<file path="src/rtl/hzd_pkg.sv">
package hzd_pkg;
   // Operand source chosen for an ALU input in execute
   typedef enum logic [1:0] {
      FWD_RF  = 2'b00,   // value read from the register file in decode
      FWD_WB  = 2'b01,   // bypass from memory/write-back register
      FWD_MEM = 2'b10    // bypass from execute/memory register
   } fwd_sel_e;
endpackage

</file>
<file path="src/rtl/hzd_pipe_regs.sv">
module hzd_pipe_regs #(
   parameter int REG_AW = 5
) (
   input  logic              clk,
   input  logic              rst_n,
   input  logic              stall,
   input  logic              flush,
   input  logic [REG_AW-1:0] if_rs,
   input  logic [REG_AW-1:0] if_rt,
   input  logic [REG_AW-1:0] if_rd,
   input  logic              if_wr,
   input  logic              if_mrd,
   output logic [REG_AW-1:0] id_rs,
   output logic [REG_AW-1:0] id_rt,
   output logic [REG_AW-1:0] id_rd,
   output logic              id_wr,
   output logic              id_mrd,
   output logic [REG_AW-1:0] ex_rs,
   output logic [REG_AW-1:0] ex_rt,
   output logic [REG_AW-1:0] ex_rd,
   output logic              ex_wr,
   output logic              ex_mrd,
   output logic [REG_AW-1:0] mem_rd,
   output logic              mem_wr,
   output logic [REG_AW-1:0] wb_rd,
   output logic              wb_wr
);
   localparam logic [REG_AW-1:0] NO_REG = '0;

   // fetch/decode: cleared by flush, frozen by stall
   always_ff @(posedge clk or negedge rst_n) begin
      if (!rst_n) begin
         id_rs <= NO_REG; id_rt <= NO_REG; id_rd <= NO_REG;
         id_wr <= 1'b0;   id_mrd <= 1'b0;
      end else if (flush) begin
         id_rs <= NO_REG; id_rt <= NO_REG; id_rd <= NO_REG;
         id_wr <= 1'b0;   id_mrd <= 1'b0;
      end else if (!stall) begin
         id_rs <= if_rs;  id_rt <= if_rt;  id_rd <= if_rd;
         id_wr <= if_wr;  id_mrd <= if_mrd;
      end
   end

   // decode/execute: takes a bubble while stalled
   always_ff @(posedge clk or negedge rst_n) begin
      if (!rst_n) begin
         ex_rs <= NO_REG; ex_rt <= NO_REG; ex_rd <= NO_REG;
         ex_wr <= 1'b0;   ex_mrd <= 1'b0;
      end else if (stall) begin
         ex_rs <= NO_REG; ex_rt <= NO_REG; ex_rd <= NO_REG;
         ex_wr <= 1'b0;   ex_mrd <= 1'b0;
      end else begin
         ex_rs <= id_rs;  ex_rt <= id_rt;  ex_rd <= id_rd;
         ex_wr <= id_wr;  ex_mrd <= id_mrd;
      end
   end

   // execute/memory and memory/write-back: destination and write bit travel on
   always_ff @(posedge clk or negedge rst_n) begin
      if (!rst_n) begin
         mem_rd <= NO_REG; mem_wr <= 1'b0;
         wb_rd  <= NO_REG; wb_wr  <= 1'b0;
      end else begin
         mem_rd <= ex_rd;  mem_wr <= ex_wr;
         wb_rd  <= mem_rd; wb_wr  <= mem_wr;
      end
   end
endmodule

</file>
<file path="src/rtl/hzd_fwd_sel.sv">
module hzd_fwd_sel #(
   parameter int REG_AW = 5
) (
   input  logic [REG_AW-1:0] src,
   input  logic [REG_AW-1:0] mem_rd,
   input  logic              mem_wr,
   input  logic [REG_AW-1:0] wb_rd,
   input  logic              wb_wr,
   output hzd_pkg::fwd_sel_e sel
);
   import hzd_pkg::*;
   localparam logic [REG_AW-1:0] NO_REG = '0;

   logic mem_hit;
   logic wb_hit;

   always_comb begin
      mem_hit = mem_wr && (mem_rd != NO_REG) && (mem_rd == src);
      wb_hit  = wb_wr  && (wb_rd  != NO_REG) && (wb_rd  == src);
      if (mem_hit)     sel = FWD_MEM;   // nearest producer wins
      else if (wb_hit) sel = FWD_WB;
      else             sel = FWD_RF;
   end
endmodule

</file>
<file path="src/rtl/hzd_stall_det.sv">
module hzd_stall_det #(
   parameter int REG_AW = 5
) (
   input  logic [REG_AW-1:0] id_rs,
   input  logic [REG_AW-1:0] id_rt,
   input  logic [REG_AW-1:0] ex_rd,
   input  logic              ex_wr,
   input  logic              ex_mrd,
   input  logic              br_taken,
   output logic              stall,
   output logic              flush
);
   localparam logic [REG_AW-1:0] NO_REG = '0;

   logic load_live;

   always_comb begin
      load_live = ex_mrd && ex_wr && (ex_rd != NO_REG);
      stall     = load_live && ((ex_rd == id_rs) || (ex_rd == id_rt));
      // a stalled branch waits for its operands before resolving
      flush     = br_taken && !stall;
   end
endmodule

</file>
<file path="src/rtl/hzd_fwd_unit.sv">
module hzd_fwd_unit #(
   parameter int REG_AW = 5
) (
   input  logic              clk,
   input  logic              rst_n,
   input  logic [REG_AW-1:0] if_rs,
   input  logic [REG_AW-1:0] if_rt,
   input  logic [REG_AW-1:0] if_rd,
   input  logic              if_wr,
   input  logic              if_mrd,
   input  logic              id_br_taken,
   output logic [1:0]        fwd_a,
   output logic [1:0]        fwd_b,
   output logic              stall,
   output logic              flush,
   output logic [REG_AW-1:0] id_rd_q,
   output logic              id_wr_q,
   output logic              id_mrd_q,
   output logic [REG_AW-1:0] ex_rd_q,
   output logic              ex_wr_q,
   output logic              ex_mrd_q
);
   import hzd_pkg::*;
   localparam int NUM_SRC = 2;

   if (REG_AW < 2 || REG_AW > 8) begin : g_bad_aw
      $error("hzd_fwd_unit: REG_AW must lie in 2..8");
   end

   logic [REG_AW-1:0] id_rs, id_rt, id_rd, ex_rs, ex_rt, ex_rd, mem_rd, wb_rd;
   logic              id_wr, id_mrd, ex_wr, ex_mrd, mem_wr, wb_wr;
   logic [REG_AW-1:0] ex_src [NUM_SRC];
   fwd_sel_e          sel    [NUM_SRC];

   hzd_stall_det #(.REG_AW(REG_AW)) u_det (
      .id_rs(id_rs), .id_rt(id_rt), .ex_rd(ex_rd), .ex_wr(ex_wr),
      .ex_mrd(ex_mrd), .br_taken(id_br_taken), .stall(stall), .flush(flush)
   );

   hzd_pipe_regs #(.REG_AW(REG_AW)) u_regs (
      .clk(clk), .rst_n(rst_n), .stall(stall), .flush(flush),
      .if_rs(if_rs), .if_rt(if_rt), .if_rd(if_rd), .if_wr(if_wr), .if_mrd(if_mrd),
      .id_rs(id_rs), .id_rt(id_rt), .id_rd(id_rd), .id_wr(id_wr), .id_mrd(id_mrd),
      .ex_rs(ex_rs), .ex_rt(ex_rt), .ex_rd(ex_rd), .ex_wr(ex_wr), .ex_mrd(ex_mrd),
      .mem_rd(mem_rd), .mem_wr(mem_wr), .wb_rd(wb_rd), .wb_wr(wb_wr)
   );

   assign ex_src[0] = ex_rs;
   assign ex_src[1] = ex_rt;

   for (genvar g = 0; g < NUM_SRC; g++) begin : g_opnd
      hzd_fwd_sel #(.REG_AW(REG_AW)) u_sel (
         .src(ex_src[g]), .mem_rd(mem_rd), .mem_wr(mem_wr),
         .wb_rd(wb_rd), .wb_wr(wb_wr), .sel(sel[g])
      );
   end

   assign fwd_a    = sel[0];
   assign fwd_b    = sel[1];
   assign id_rd_q  = id_rd;
   assign id_wr_q  = id_wr;
   assign id_mrd_q = id_mrd;
   assign ex_rd_q  = ex_rd;
   assign ex_wr_q  = ex_wr;
   assign ex_mrd_q = ex_mrd;
endmodule

</file>
<file path="config.mk">
export PLATFORM = sky130hd
export DESIGN_NAME = hzd_fwd_unit
export DESIGN_NICKNAME = d
export VERILOG_FILES = /design/src/rtl/hzd_pkg.sv /design/src/rtl/hzd_pipe_regs.sv /design/src/rtl/hzd_fwd_sel.sv /design/src/rtl/hzd_stall_det.sv /design/src/rtl/hzd_fwd_unit.sv
export SDC_FILE = /design/constraint.sdc
export NUM_CORES = 1
export LEC_CHECK = 0
export ABC_AREA = 1
export BUFFER_PORTS_ARGS = -buffer_cell sky130_fd_sc_hd__buf_2
export CAP_MARGIN = 20
export CELL_PAD_IN_SITES_DETAIL_PLACEMENT = 1
export CELL_PAD_IN_SITES_GLOBAL_PLACEMENT = 2
export CORE_MARGIN = 3
export CORE_UTILIZATION = 30
export DETAILED_ROUTE_END_ITERATION = 7
export HOLD_SLACK_MARGIN = 0.03
export PLACE_DENSITY_LB_ADDON = 0.1
export SYNTH_ARGS = -nofsm -noshare
export SYNTH_HDL_FRONTEND = slang
export SYNTH_SLANG_ARGS = --single-unit
export TNS_END_PERCENT = 100
</file>
<file path="constraint.sdc">
create_clock -name clk -period 2.12 [get_ports clk]
set_input_delay 0.212 -clock clk [delete_from_list [all_inputs] [get_ports clk]]
set_output_delay 0.212 -clock clk [all_outputs]
set_load 0.01 [all_outputs]
</file>
Yosys cells after proc, flatten, opt, wreduce, memory -nomap -nowiden
Cells that the tools add are included.

Reductions and logical operators: 15. Equal/unequal tests: 7. Multiplexer cells: 19.

Operators by type and width (count): 5-bit two-way mux (9); 5-bit == test (6); 5-bit nonzero test (3); 1-bit logical AND (10); 1-bit two-way mux (8); 2-bit two-way mux (2); 2-bit != test (second input constant) (1); 1-bit zero test (1); 1-bit logical OR (1).

Input bits: 20. Register bits: 46. Word-level logic and storage cells: 55. Output and inout port bits: 20.

Depth between registers and ports, before layout
Depth in word-level cells: 6. Mapped depth: 10. Gate-level depth less buffers: 9.

Hierarchy
Synthesis repeated with hierarchy kept, for this count alone.

Cells, all modules: 293. Area total of the unflattened synthesis: 2260.9 sq um.

By module, submodules not included: hzd_pipe_regs (seq. area each 1151.1 sq um, instances 1, area each 1574.0 sq um, cells each 139); hzd_fwd_sel (seq. area each 0.0 sq um, instances 2, area each 221.5 sq um, cells each 51); hzd_stall_det (seq. area each 0.0 sq um, instances 1, area each 244.0 sq um, cells each 52).

Least setup slack after synthesis
No wires, ideal clock.

Path type: register to output. From: register u_regs.ex_rd[1]. To: output port flush. Data required time: 1.908 ns. Stages on the path, launching flop included: 11. Path buffers: 1. Arrival: 1.287 ns. Slack: 0.621 ns. Cell sequence: dfrtp_1 inv_1 nand2_1 nand2_1 nor2_1 nand3_1 nand2_4 nand2_8 inv_8 buf_12 nor2_2.

Longest elaborated chain between the ends: 5. Elaborated cells on any way between the ends: 8. Those cells by class: eq/ne (2); reduce/logical (6).

Ends and longest elaborated chain: start: declaration (RTL line hzd_pipe_regs.sv:20) `output logic [REG_AW-1:0] ex_rd,`; start signal: assignment (RTL line hzd_pipe_regs.sv:53) `ex_rs <= id_rs; ex_rt <= id_rt; ex_rd <= id_rd;`; 5-bit == test or 5-bit nonzero test (tied branches) (RTL line hzd_stall_det.sv:19, hzd_stall_det.sv:18); 1-bit logical OR or 1-bit logical AND (tied branches) (RTL line hzd_stall_det.sv:19, hzd_stall_det.sv:18); 1-bit logical AND * (RTL line hzd_stall_det.sv:19) `stall = load_live && ((ex_rd == id_rs) || (ex_rd == id_rt));`; net stall (RTL line hzd_fwd_unit.sv:14) `output logic stall,`; 1-bit zero test *; 1-bit logical AND * (RTL line hzd_stall_det.sv:21) `flush = br_taken && !stall;`; end: declaration (RTL line hzd_fwd_unit.sv:15) `output logic flush,`.

Mark *: on every way through the listed nets, which the timed path passes. The rest lies on a longest branch.

Worst setup path in the final report
From: register u_regs.ex_rd[2]. To: output port flush.

Longest elaborated chain between the ends: 5. Elaborated cells on any way between the ends: 8. Those cells by class: eq/ne (2); reduce/logical (6).

Ends and longest elaborated chain (RTL line): 5-bit == test or 5-bit nonzero test (tied branches) (hzd_stall_det.sv:19, hzd_stall_det.sv:18); 1-bit logical OR or 1-bit logical AND (tied branches) (hzd_stall_det.sv:19, hzd_stall_det.sv:18); 1-bit logical AND * (hzd_stall_det.sv:19); 1-bit zero test *; 1-bit logical AND * (hzd_stall_det.sv:21).

Every way passes the cells marked *; elsewhere a longest branch is shown, timed or not.

==> key figures <==
Run status
  – Status: finished, final reports clean

Routing
  – DR vias/cell: 4.07
  – Starting DRT DRC Count: 56
  – Via count: 1632
  – Final WL: 4.96 mm
  – DRT Pass-1 Iters: 4
  – ANT nets after route: 0
  – Routed len/inst: 12.4 um
  – Residual DRC count: 0

Finish
  – Layout area overhead: 17.8%
  – Fin nets: 324
  – Final Util: 37.4%
  – Layout cells sized above 1: 21.3%
  – Antenna cells: 0

Floorplanning
  – CORE AREA: 6940 sq um
  – Die Y: 91.7 um
  – # IOs: 40
  – FP Rows: 30
  – Effective utilization at floorplan: 31.7%
  – DIE AREA: 8410 sq um
  – Die W: 91.7 um

STA
  – Slew @ Worst Pin: 0.555 ns
  – Max Fclk: 515 MHz
  – Fin. max-slew vios: 0
  – Fin Clk Skew: 0.00778 ns
  – Final Hold Fails: 0
  – RSZ-0062 raised after global routing: no
  – Setup violations, final: 0
  – Hold WS: 0.209 ns
  – Setup_tns: 0 ns
  – Final Cycle Share: 91.5%
  – Worst slew margin: 63.0%
  – Period minus WS final: 1.94 ns

Yosys
  – Top-count cell post-synth: nand2_1
  – Post-synth EDFFs: 0
  – Synth cell types: 20
  – Post-synth net total: 282
  – Synth Flop Type: dfrtp_1
  – Sequential share of the synthesized area: 52.2%
  – Synth Register Bits: 46
  – Synth top area share: 52.2%
  – Gate Count Post-Synth: 262
  – Async set or reset register ratio after synthesis: 100%
  – Yosys warns: 0
  – Top cells by count, synth: nand2_1 (57), dfrtp_1 (46), nor2_1 (45), inv_1 (41), nand3_1 (21)
  – Mapped cell area: 2200 sq um
  – Mean Syn Cell Area: 8.41 sq um
  – Yosys top cell by area: dfrtp_1
  – Largest cells by area after synthesis: dfrtp_1 (52%), nand2_1 (9.7%), nor2_1 (7.7%)

Worst setup path
  – CP most frequent cell: nand2_1
  – Critical Path End Type: output pin
  – Worst path slowest cell: dfrtp_2
  – Crit path largest cell delay: 0.44 ns
  – Crit path cell chain: inv_1, nand2_1, nand2_1, nor2_1, nand3_1, nand2_4, nand2_8, clkinv_8, nor2_2, buf_2
  – Crit path kind: flip-flop to output pin
  – Crit-path leading delay family: simple AND/OR/NAND/NOR gates
  – Flop-to-flop setup slack: 0.65 ns
  – Buffers plus inverters on the worst setup path: 3
  – Req. time, crit path: 1.91 ns
  – Startpoint types: flip-flop
  – CP arrival: 1.73 ns
  – Crit-path max FO: 19

Placed design
  – Placer Congestion: 0.750
  – Port Buf Inserts: 39
  – DP HPWL: 3.84 mm

CTS
  – Root buf cell: clkbuf_8
  – CTS Buf Count: 5
  – H-tree Lvls: 2
  – Worst-Skew Late Latency: 0.29 ns
  – Sinks on Clock Net: 46
  – Worst-path clk slew: 0.08 ns
  – CTS tree: done
  – CTS max path bufs: 2

Global route
  – GRT Total Usage: 13.1%
  – First-pass GRT wire length: 8.66 mm
  – Pin count of the biggest net entering global routing: 25
  – Grt ovf: 0
  – Vias in the first global route: 1748
  – Antenna violations before repair: 0

Power and ir drop
  – VDD IR-drop max: 0.252 mV
  – Pwr dens: 680 nW/um^2
  – LEAKAGE: 1.44 nW

Min path
  – Worst hold path class: input pin to flip-flop

Job
  – Number of max-cap violations: 0
[per-layer routing]
layer	wire length, um	global-route usage (%)	vias up
met5	0	0	-
met4	77	4.46	0
met3	153	2.54	4
met2	2530	22.8	28
met1	2210	16.1	744
li1	-	-	856
[registers in the layout, summed over array words and instances, names as in the netlist]
name,cells
u_regs.ex_rs,5
u_regs.ex_wr,1
u_regs.id_wr,1
u_regs.id_rd,5
u_regs.id_rs,5
u_regs.wb_rd,5
u_regs.ex_rt,5
u_regs.mem_wr,1
u_regs.id_mrd,1
u_regs.mem_rd,5
u_regs.ex_rd,5
u_regs.wb_wr,1
u_regs.ex_mrd,1
u_regs.id_rt,5
[cell usage in the layout, fill, tap and decap left out, drive strengths merged]
cell,instances
dfrtp,46
dlygate4sd3,1
xor2,9
nand2,59
inv,43
xnor2,13
o21ai,2
nand3,21
nand4,4
nor2,54
nor3,2
clkinv,2
clkbuf,7
buf,42
[final cells by class]
cell class	count	area [sq um]
Multi-Input combinational cell	164	813
Clock inverter	1	5.00
Tap cell	96	120
Timing Repair Buffer	43	240
Sequential cell	46	1150
Inverter	44	178
Clock buffer	7	86.3
Fill cell	869	4350
[through the flow]
stage,setup WS [ns],cell area (sq um),total power [mW],instances
after floorplan,0.621,2200,1.15,262
after global placement,0.462,2490,1.25,392
after detailed placement,0.416,2490,1.26,392
after CTS,0.0865,2590,1.80,401
after global routing,0.00918,2600,1.88,401
final,0.179,2600,1.76,401
[report_power, final]
part | internal (mW) | switching (mW)
clock network | 0.263 | 0.274
registers | 0.927 | 0.0501
logic | 0.105 | 0.145
total | 1.30 | 0.469
[kinds of logic after synthesis]
family | share of synthesized area [%]
buffers and inverters | 10.8
AND/OR/NAND/NOR | 27.7
AO/OA/AOI/OAI | 0.454
XOR/XNOR | 8.75
flip-flops | 52.2
[worst reg2reg max path: stages (launching register included)]
cell	delay (ns)
dfrtp_1	0.45
nor2_1	0.12
nor2_1	0.05
nor2_1	0.11
nand3_1	0.13
nand2_4	0.12
buf_4	0.23
nand3_1	0.11
nand2_1	0.08
[worst paths after layout]
kind	from	endpoint	cells after the start
max reg2reg	u_regs.ex_rd[0]$_DFF_PN0_	u_regs.id_rs[0]$_DFFE_PN0P_	8
min reg2reg	u_regs.mem_wr$_DFF_PN0_	u_regs.wb_wr$_DFF_PN0_	0
min	if_rd[2]	u_regs.id_rd[2]$_DFFE_PN0P_	5
min in group asynchronous	rst_n	u_regs.wb_rd[4]$_DFF_PN0_	2
max in group asynchronous	rst_n	u_regs.ex_rd[2]$_DFF_PN0_	3
max	u_regs.ex_rd[2]$_DFF_PN0_	flush	10
[repair_timing]
action | 4_1_cts | 5_1_grt
hold endpoints to repair | 22 | 0
resized for setup | 0 | 3
buffers inserted | 0 | 0
setup endpoints to repair | 0 | 2
hold buffers | 1 | 0
Power figures use the tool's default switching activity.
